<file path="src/rtl/irq_pkg.sv">
`timescale 1ns/1ps
package irq_pkg;
  localparam int NUM_SRC = 16;
  localparam int NUM_W   = 5;
  localparam int ADDR_W  = 16;
  localparam int PAGE_W  = 11;
  localparam int PTR_W   = ADDR_W - PAGE_W;
  localparam int PAD_W   = PAGE_W - NUM_W - 1;
  localparam int SYNC_N  = 2;
  localparam int REG_AW  = 4;
  localparam int DATA_W  = 16;

  localparam logic [NUM_W-1:0] NUM_TRAP = NUM_W'(17);
  localparam logic [NUM_W-1:0] NUM_NMI  = NUM_W'(18);

  localparam logic [REG_AW-1:0] ADR_MASK = REG_AW'(4);
  localparam logic [REG_AW-1:0] ADR_FLAG = REG_AW'(6);
  localparam logic [REG_AW-1:0] ADR_PTR  = REG_AW'(7);

  function automatic logic [ADDR_W-1:0] vec_of(logic [PTR_W-1:0] p, logic [NUM_W-1:0] n);
    return {p, {PAD_W{1'b0}}, n, 1'b0};
  endfunction

  function automatic logic [NUM_SRC-1:0] num_bit(logic [NUM_W-1:0] n);
    logic [NUM_SRC-1:0] b;
    for (int i = 0; i < NUM_SRC; i++) b[i] = (n == NUM_W'(i + 1));
    return b;
  endfunction
endpackage

</file>
<file path="src/rtl/irq_sync.sv">
`timescale 1ns/1ps
module irq_sync #(
  parameter int W      = 1,
  parameter int STAGES = 2
) (
  input  logic         clk_i,
  input  logic         rst_ni,
  input  logic [W-1:0] d_i,
  output logic [W-1:0] rise_o
);
  logic [STAGES-1:0][W-1:0] stg_q;
  logic [W-1:0]             dly_q;

  always_ff @(posedge clk_i or negedge rst_ni) begin
    if (!rst_ni) begin
      stg_q <= '0;
      dly_q <= '0;
    end else begin
      stg_q[0] <= d_i;
      for (int i = 1; i < STAGES; i++) stg_q[i] <= stg_q[i-1];
      dly_q <= stg_q[STAGES-1];
    end
  end

  assign rise_o = stg_q[STAGES-1] & ~dly_q;
endmodule

</file>
<file path="src/rtl/irq_flags.sv">
`timescale 1ns/1ps
module irq_flags #(
  parameter int W = 16
) (
  input  logic         clk_i,
  input  logic         rst_ni,
  input  logic [W-1:0] set_i,
  input  logic [W-1:0] clr_i,
  output logic [W-1:0] flag_o
);
  logic [W-1:0] flag_q;

  // set has precedence over any clear in the same cycle
  always_ff @(posedge clk_i or negedge rst_ni) begin
    if (!rst_ni) flag_q <= '0;
    else         flag_q <= (flag_q & ~clr_i) | set_i;
  end

  assign flag_o = flag_q;


  flag_set_chk: assert property (@(posedge clk_i) disable iff (!rst_ni)
    (|set_i) |=> ((flag_o & $past(set_i)) == $past(set_i)));


  flag_hold_chk: assert property (@(posedge clk_i) disable iff (!rst_ni)
    1'b1 |=> ((($past(flag_o) & ~flag_o) & ~$past(clr_i)) == '0));
endmodule

</file>
<file path="src/rtl/irq_pick.sv">
`timescale 1ns/1ps
module irq_pick
  import irq_pkg::*;
(
  input  logic               clk_i,
  input  logic               rst_ni,
  input  logic [NUM_SRC-1:0] flag_i,
  input  logic [NUM_SRC-1:0] mask_i,
  input  logic               gdis_i,
  input  logic               nmi_i,
  output logic               any_o,
  output logic [NUM_W-1:0]   num_o
);
  logic [NUM_SRC-1:0] cand, grant;
  logic               found;
  logic [NUM_W-1:0]   mnum;

  assign cand = gdis_i ? '0 : (flag_i & mask_i);

  // lowest index wins
  always_comb begin
    grant = '0;
    found = 1'b0;
    mnum  = '0;
    for (int i = 0; i < NUM_SRC; i++) begin
      if (!found && cand[i]) begin
        grant[i] = 1'b1;
        found    = 1'b1;
        mnum     = NUM_W'(i + 1);
      end
    end
  end

  assign any_o = nmi_i | found;
  assign num_o = nmi_i ? NUM_NMI : mnum;


  one_grant_chk: assert property (@(posedge clk_i) disable iff (!rst_ni)
    $onehot0(grant));


  masked_grant_chk: assert property (@(posedge clk_i) disable iff (!rst_ni)
    (grant & ~(flag_i & mask_i)) == '0);
endmodule

</file>
<file path="src/rtl/irq_vec_ctrl.sv">
`timescale 1ns/1ps
module irq_vec_ctrl
  import irq_pkg::*;
(
  input  logic               clk_i,
  input  logic               rst_ni,
  input  logic [NUM_SRC-1:0] irq_i,
  input  logic               nmi_i,
  input  logic               reg_we_i,
  input  logic [REG_AW-1:0]  reg_addr_i,
  input  logic [DATA_W-1:0]  reg_wdata_i,
  output logic [DATA_W-1:0]  reg_rdata_o,
  output logic               take_o,
  output logic [NUM_W-1:0]   take_num_o,
  output logic [ADDR_W-1:0]  take_vec_o,
  input  logic               ack_i,
  input  logic               trap_i,
  input  logic [NUM_W-1:0]   trap_num_i,
  input  logic               ena_i,
  input  logic               dis_i,
  input  logic               rete_i,
  input  logic               insn_i,
  input  logic               rpt_lock_i,
  output logic               ack_vld_o,
  output logic [NUM_W-1:0]   ack_num_o,
  output logic [ADDR_W-1:0]  ack_vec_o
);
  logic [NUM_SRC:0]   rise;
  logic [NUM_SRC-1:0] flags, flag_clr, mask_q;
  logic [PTR_W-1:0]   ptr_q;
  logic               gdis_q, shadow_q, nmi_pend_q;
  logic               take_q, ack_vld_q;
  logic [NUM_W-1:0]   tnum_q, ack_num_q, pick_num, ack_num_d;
  logic [ADDR_W-1:0]  tvec_q, ack_vec_q;
  logic               pick_any, ack_fire, take_d;
  logic               wr_flag, wr_mask, wr_ptr;

  irq_sync #(.W(NUM_SRC + 1), .STAGES(SYNC_N)) u_sync (
    .clk_i, .rst_ni, .d_i({nmi_i, irq_i}), .rise_o(rise)
  );

  assign wr_flag  = reg_we_i && reg_addr_i == ADR_FLAG;
  assign wr_mask  = reg_we_i && reg_addr_i == ADR_MASK;
  assign wr_ptr   = reg_we_i && reg_addr_i == ADR_PTR;
  assign ack_fire = ack_i & take_q;
  assign ack_num_d = ack_fire ? tnum_q : trap_num_i;

  assign flag_clr = (wr_flag ? reg_wdata_i[NUM_SRC-1:0] : '0)
                  | ((ack_fire | trap_i) ? num_bit(ack_num_d) : '0);

  irq_flags #(.W(NUM_SRC)) u_flags (
    .clk_i, .rst_ni, .set_i(rise[NUM_SRC-1:0]), .clr_i(flag_clr), .flag_o(flags)
  );

  irq_pick u_pick (
    .clk_i, .rst_ni, .flag_i(flags), .mask_i(mask_q), .gdis_i(gdis_q),
    .nmi_i(nmi_pend_q), .any_o(pick_any), .num_o(pick_num)
  );

  // commands and acks in flight suppress the take for one cycle
  assign take_d = pick_any & ~rpt_lock_i & ~shadow_q & ~ack_i & ~trap_i & ~ena_i & ~dis_i;

  always_ff @(posedge clk_i or negedge rst_ni) begin
    if (!rst_ni) begin
      mask_q     <= '0;
      ptr_q      <= '0;
      gdis_q     <= 1'b1;
      shadow_q   <= 1'b0;
      nmi_pend_q <= 1'b0;
      take_q     <= 1'b0;
      tnum_q     <= '0;
      tvec_q     <= '0;
      ack_vld_q  <= 1'b0;
      ack_num_q  <= '0;
      ack_vec_q  <= '0;
    end else begin
      if (wr_mask) mask_q <= reg_wdata_i[NUM_SRC-1:0];
      if (wr_ptr)  ptr_q  <= reg_wdata_i[PTR_W-1:0];

      if (ack_fire || trap_i || dis_i) gdis_q <= 1'b1;
      else if (ena_i || rete_i)        gdis_q <= 1'b0;

      if (ena_i || dis_i) shadow_q <= 1'b1;
      else if (insn_i)    shadow_q <= 1'b0;

      if (rise[NUM_SRC])                        nmi_pend_q <= 1'b1;
      else if (ack_fire && tnum_q == NUM_NMI)   nmi_pend_q <= 1'b0;

      take_q <= take_d;
      tnum_q <= pick_num;
      tvec_q <= vec_of(ptr_q, pick_num);

      ack_vld_q <= ack_fire | trap_i;
      if (ack_fire || trap_i) begin
        ack_num_q <= ack_num_d;
        ack_vec_q <= vec_of(ptr_q, ack_num_d);
      end
    end
  end

  always_comb begin
    unique case (reg_addr_i)
      ADR_FLAG: reg_rdata_o = DATA_W'(flags);
      ADR_MASK: reg_rdata_o = DATA_W'(mask_q);
      ADR_PTR:  reg_rdata_o = DATA_W'(ptr_q);
      default:  reg_rdata_o = '0;
    endcase
  end

  assign take_o     = take_q;
  assign take_num_o = take_q ? tnum_q : '0;
  assign take_vec_o = take_q ? tvec_q : '0;
  assign ack_vld_o  = ack_vld_q;
  assign ack_num_o  = ack_num_q;
  assign ack_vec_o  = ack_vec_q;


  rpt_hold_chk: assert property (@(posedge clk_i) disable iff (!rst_ni)
    rpt_lock_i |=> !take_o);


  shadow_chk: assert property (@(posedge clk_i) disable iff (!rst_ni)
    (ena_i || dis_i) |=> (!take_o && shadow_q));


  ack_gdis_chk: assert property (@(posedge clk_i) disable iff (!rst_ni)
    ack_fire |=> (gdis_q && !take_o && ack_vld_o));


  rete_clr_chk: assert property (@(posedge clk_i) disable iff (!rst_ni)
    (rete_i && !dis_i && !ack_fire && !trap_i) |=> !gdis_q);
endmodule

</file>
<file path="config.mk">
export PLATFORM = sky130hd
export DESIGN_NAME = irq_vec_ctrl
export DESIGN_NICKNAME = d
export VERILOG_FILES = /design/src/rtl/irq_pkg.sv /design/src/rtl/irq_sync.sv /design/src/rtl/irq_flags.sv /design/src/rtl/irq_pick.sv /design/src/rtl/irq_vec_ctrl.sv
export SDC_FILE = /design/constraint.sdc
export NUM_CORES = 1
export LEC_CHECK = 0
export ABC_AREA = 1
export BUFFER_PORTS_ARGS = -buffer_cell sky130_fd_sc_hd__buf_2
export CORE_MARGIN = 2
export CORE_UTILIZATION = 57
export DETAILED_ROUTE_END_ITERATION = 10
export PLACE_DENSITY = 0.88
export REMOVE_ABC_BUFFERS = 1
export SLEW_MARGIN = 20
export SYNTH_ARGS = -nofsm -noshare
export SYNTH_HDL_FRONTEND = slang
export SYNTH_SLANG_ARGS = --single-unit
</file>
<file path="constraint.sdc">
create_clock -name clk_i -period 4.16 [get_ports clk_i]
set_input_delay 0.624 -clock clk_i [delete_from_list [all_inputs] [get_ports clk_i]]
set_output_delay 0.624 -clock clk_i [all_outputs]
set_load 0.01 [all_outputs]
</file>
==> summary.txt <==
Route
  • Total Wirelength: 11.7 mm
  • Vias/cell: 5.67
  • DRC Markers: 0
  • Detailed Routing Iterations Pass 1: 6
  • Total number of vias: 4,002
  • Iteration-0 DRC Markers: about 510
  • Antenna-violating nets left: 0
  • WL/cell: 16.5 um

Finish
  • Antenna cells: 0
  • Fillers: between 500 and 600
  • Final non-filler cell total: slightly above 700
  • Share of cells above drive strength 1: 24.5%
  • Synth-to-Final Area Change: 23.8%
  • Layout net count: around 640

Yosys
  • Xor/xnor share of the synthesized area: 0%
  • Synthesized flop and latch total: roughly 110
  • Main combinational cell family by area after synthesis: simple AND/OR/NAND/NOR gates
  • Synth Area in Compound Gates: 11.1%
  • Unique masters post-synth: 33
  • Fraction of the mapped netlist area in simple logic gates: between 10% and 20%
  • Post-synthesis cell count: approximately 500
  • Synthesized area: 4660 um^2
  • Yosys Warn Count: 0
  • Register area share after synthesis: between 60% and 70%
  • Post-synthesis mux area share: 0%
  • Mapped Avg Cell Area: about 9.5 um^2
  • Synth Area in Adders: 0%

Power
  • Pwr/cell area: approximately 540 nW/um^2
  • Peak supply drop: 0.000377 V
  • Leak pwr: 0.00309 uW
  • Power consumption: 3090 uW

STA
  • Final worst path period share: 62.9%
  • Setup TNS Final: 0 ns
  • Worst-margin pin slew: 1.05 ns
  • Fin. max-slew vios: 0
  • Slew margin rel.: 30.1%
  • Max Clk Rate: 382 MHz
  • Final Hold Vio Count: 0
  • Final setup viols: 0
  • Min cycle time layout: 2.62 ns
  • Setup ws final: around 1.5 ns
  • Skew final: between 0.006 and 0.007 ns
  • RSZ-0062 raised after global routing: no

Worst hold path
  • Hold Path Class: primary input to async pin

Floorplanning
  • Die area: 8910 um^2
  • Core ar.: 7810 um^2
  • Rows: 32
  • Die width: 94.4 um
  • Io pins: 112
  • Initial Util: around three fifths
  • Die Span Y: 94.4 um

Global routing
  • All-layer global routing usage: 28.1%
  • GRT overflow: 0
  • Vias in the first global route: 3,916
  • First-pass GRT wire length: 18.4 mm
  • Largest net degree at the start of global routing: between 40 and 50
  • Initial antenna violation count: 0

Placement
  • Buffers on Ports: 99
  • DP Worst Slack: about 1.6 ns
  • Dpl cells: 674
  • Placed wire-length estimate: 7.56 mm
  • Routability cong.: a little under 0.9

CTS
  • CTS Buf Count: 17
  • Clock Tree Buf Depth: 2
  • Htree depth: 4
  • CTS sink cnt: between 100 and 150
  • Clock root buffer: clkbuf_8
  • TritonCTS clock tree: yes
  • Clock insertion delay at the later pin of the skew report: 0.52 ns
  • Post_cts resized: 0
  • Setup Fix Bufs, Post-CTS: 0
  • Hold_buf cts: 0
  • Clk slew on worst S/H paths: roughly 0.050 ns

Setup path
  • R2r endpoint: u_flags.flag_o[15]
  • Setup crit start kind: primary input
  • Crit. Startpoint: reg_addr_i[3]
  • Crit. End Element: primary output
  • Maximum fanout along the worst path: 10
  • RR Startpoint: take_o
  • WP data required: ~3.5 ns
  • R2R Setup Slk: 1.75 ns
  • Critical path type: primary input to primary output
  • Crit path DAT: 1.99 ns
  • Reg2Reg Depth: 7

Job
  • Max-cap viol count: 0

Run status
  • Status: finished, final reports clean
cells in the final DEF (no fill, tap or decap):
cell type | synthesis | layout
nand3_2 | 3 | 3
clkinv_2 | 0 | 1
clkinvlp_4 | 0 | 4
a211o_2 | 1 | 1
inv_1 | 95 | 95
o31ai_1 | 1 | 1
nand3_1 | 11 | 11
bufinv_16 | 0 | 4
nand3b_1 | 2 | 2
buf_4 | 23 | 3
clkbuf_8 | 0 | 3
dfstp_2 | 1 | 1
nor2_2 | 3 | 3
clkbuf_1 | 6 | 1
nor3_1 | 15 | 15
conb_1 | 1 | 12
o21ai_1 | 2 | 2
o21a_1 | 1 | 1
o41ai_1 | 1 | 1
nor3_4 | 1 | 1
a21oi_1 | 4 | 4
nand4_2 | 2 | 2
nor2_4 | 1 | 1
o211ai_1 | 3 | 3
nor4_1 | 1 | 1
o21ai_0 | 40 | 40
nand3_4 | 1 | 1
nand2_1 | 89 | 89
o22ai_1 | 35 | 35
clkbuf_16 | 0 | 16
clkinv_4 | 0 | 2
clkinv_1 | 1 | 1
a41o_1 | 1 | 1
dfrtp_1 | 112 | 112
inv_2 | 2 | 2
buf_2 | 0 | 98
inv_6 | 0 | 1
nand4_1 | 8 | 8
nor3_2 | 1 | 1
nor2_1 | 21 | 21
power breakdown:
part           switching (uW)  internal [uW]  total (uW)
Clock                     510           1010        1520
Sequential               70.4           1200        1270
Combinational             199            106         305
flip-flops by register name, indices dropped and copies added, names as in the netlist, 4 cells and up:
name and count:
ptr_q 5, u_flags.flag_o 16, tvec_q 6, u_sync.dly_q 17, tnum_q 4, mask_q 16
ack_vec_o 6, ack_num_o 4, u_sync.stg_q 34
cell families after synthesis:
group | Yosys count
flip-flops | 113
AO/OA/AOI/OAI | 89
AND/OR/NAND/NOR | 159
buffers and inverters | 128
other | 1
per-layer routing:
| layer | GRT usage (%) | part of all wire, % | up-vias | routed length, um |
|---|---|---|---|---|
| li1 | - | - | 1747 | - |
| met1 | 34.1 | 38 | 1889 | 4430 |
| met2 | 45.1 | 49 | 303 | 5690 |
| met3 | 8.30 | 9.4 | 63 | 1100 |
| met4 | 15.9 | 4.0 | 0 | 467 |
| met5 | 0 | 0 | - | 0 |
critical path, cell delays in order:
cell,delay [ns]
buf_2,0.09
nor2_1,0.09
inv_1,0.10
nor3_4,0.38
inv_1,0.29
o22ai_1,0.25
buf_2,0.17
per-stage QoR:
stage / cell area, um^2 / hold WS (ns) / utilization, %
floorplan: 4500 / 0.328 / -
global placement: 5140 / 0.332 / 65.8
CTS: 5770 / 0.0622 / 73.9
detailed placement: 5140 / 0.336 / 65.8
global route: 5770 / 0.0929 / 73.9
finish: 5770 / 0.0668 / 73.9
worst max path at each step:
stage,end,slack (ns),cells past startpoint
after global placement,reg_rdata_o[14],1.67,7
after CTS,reg_rdata_o[11],1.58,7
after floorplan,reg_rdata_o[5],2.05,6
final,reg_rdata_o[11],1.54,7
after global routing,reg_rdata_o[7],1.45,8
after detailed placement,reg_rdata_o[11],1.60,7
area by class of cell:
type,count,area [um^2],share of cell area (%)
repair buffers,101,513,8.89
flip-flops and latches,113,2830,49.0
multi-input cells,260,1300,22.6
clock inverters,12,181,3.15
inverters,98,368,6.38
well taps,102,128,2.21
clock buffers,20,445,7.72
cell usage after synthesis:
library cell | instances | area share [%]
o41ai_1 | 1 | 0.19
a21oi_1 | 4 | 0.43
nor2_4 | 1 | 0.24
nor3_1 | 15 | 1.6
nand3b_1 | 2 | 0.32
nor3_4 | 1 | 0.35
nand3_2 | 3 | 0.64
o22ai_1 | 35 | 4.7
o21a_1 | 1 | 0.16
a41o_1 | 1 | 0.21
clkbuf_1 | 6 | 0.48
nor2_1 | 21 | 1.7
inv_2 | 2 | 0.16
inv_1 | 95 | 7.7
nor4_1 | 1 | 0.13
o21ai_1 | 2 | 0.21
buf_1 | 1 | 0.081
dfrtp_1 | 112 | 60
nand4_1 | 8 | 1.1
dfstp_2 | 1 | 0.56
nand3_4 | 1 | 0.38
o31ai_1 | 1 | 0.16
buf_4 | 23 | 3.7
clkinv_1 | 1 | 0.081
nand4_2 | 2 | 0.54
nor3_2 | 1 | 0.21
o21ai_0 | 40 | 4.3
a211o_2 | 1 | 0.21
nand3_1 | 11 | 1.2
o211ai_1 | 3 | 0.48
nand2_1 | 89 | 7.2
conb_1 | 1 | 0.081
nor2_2 | 3 | 0.40
Power figures use the tool's default switching activity.
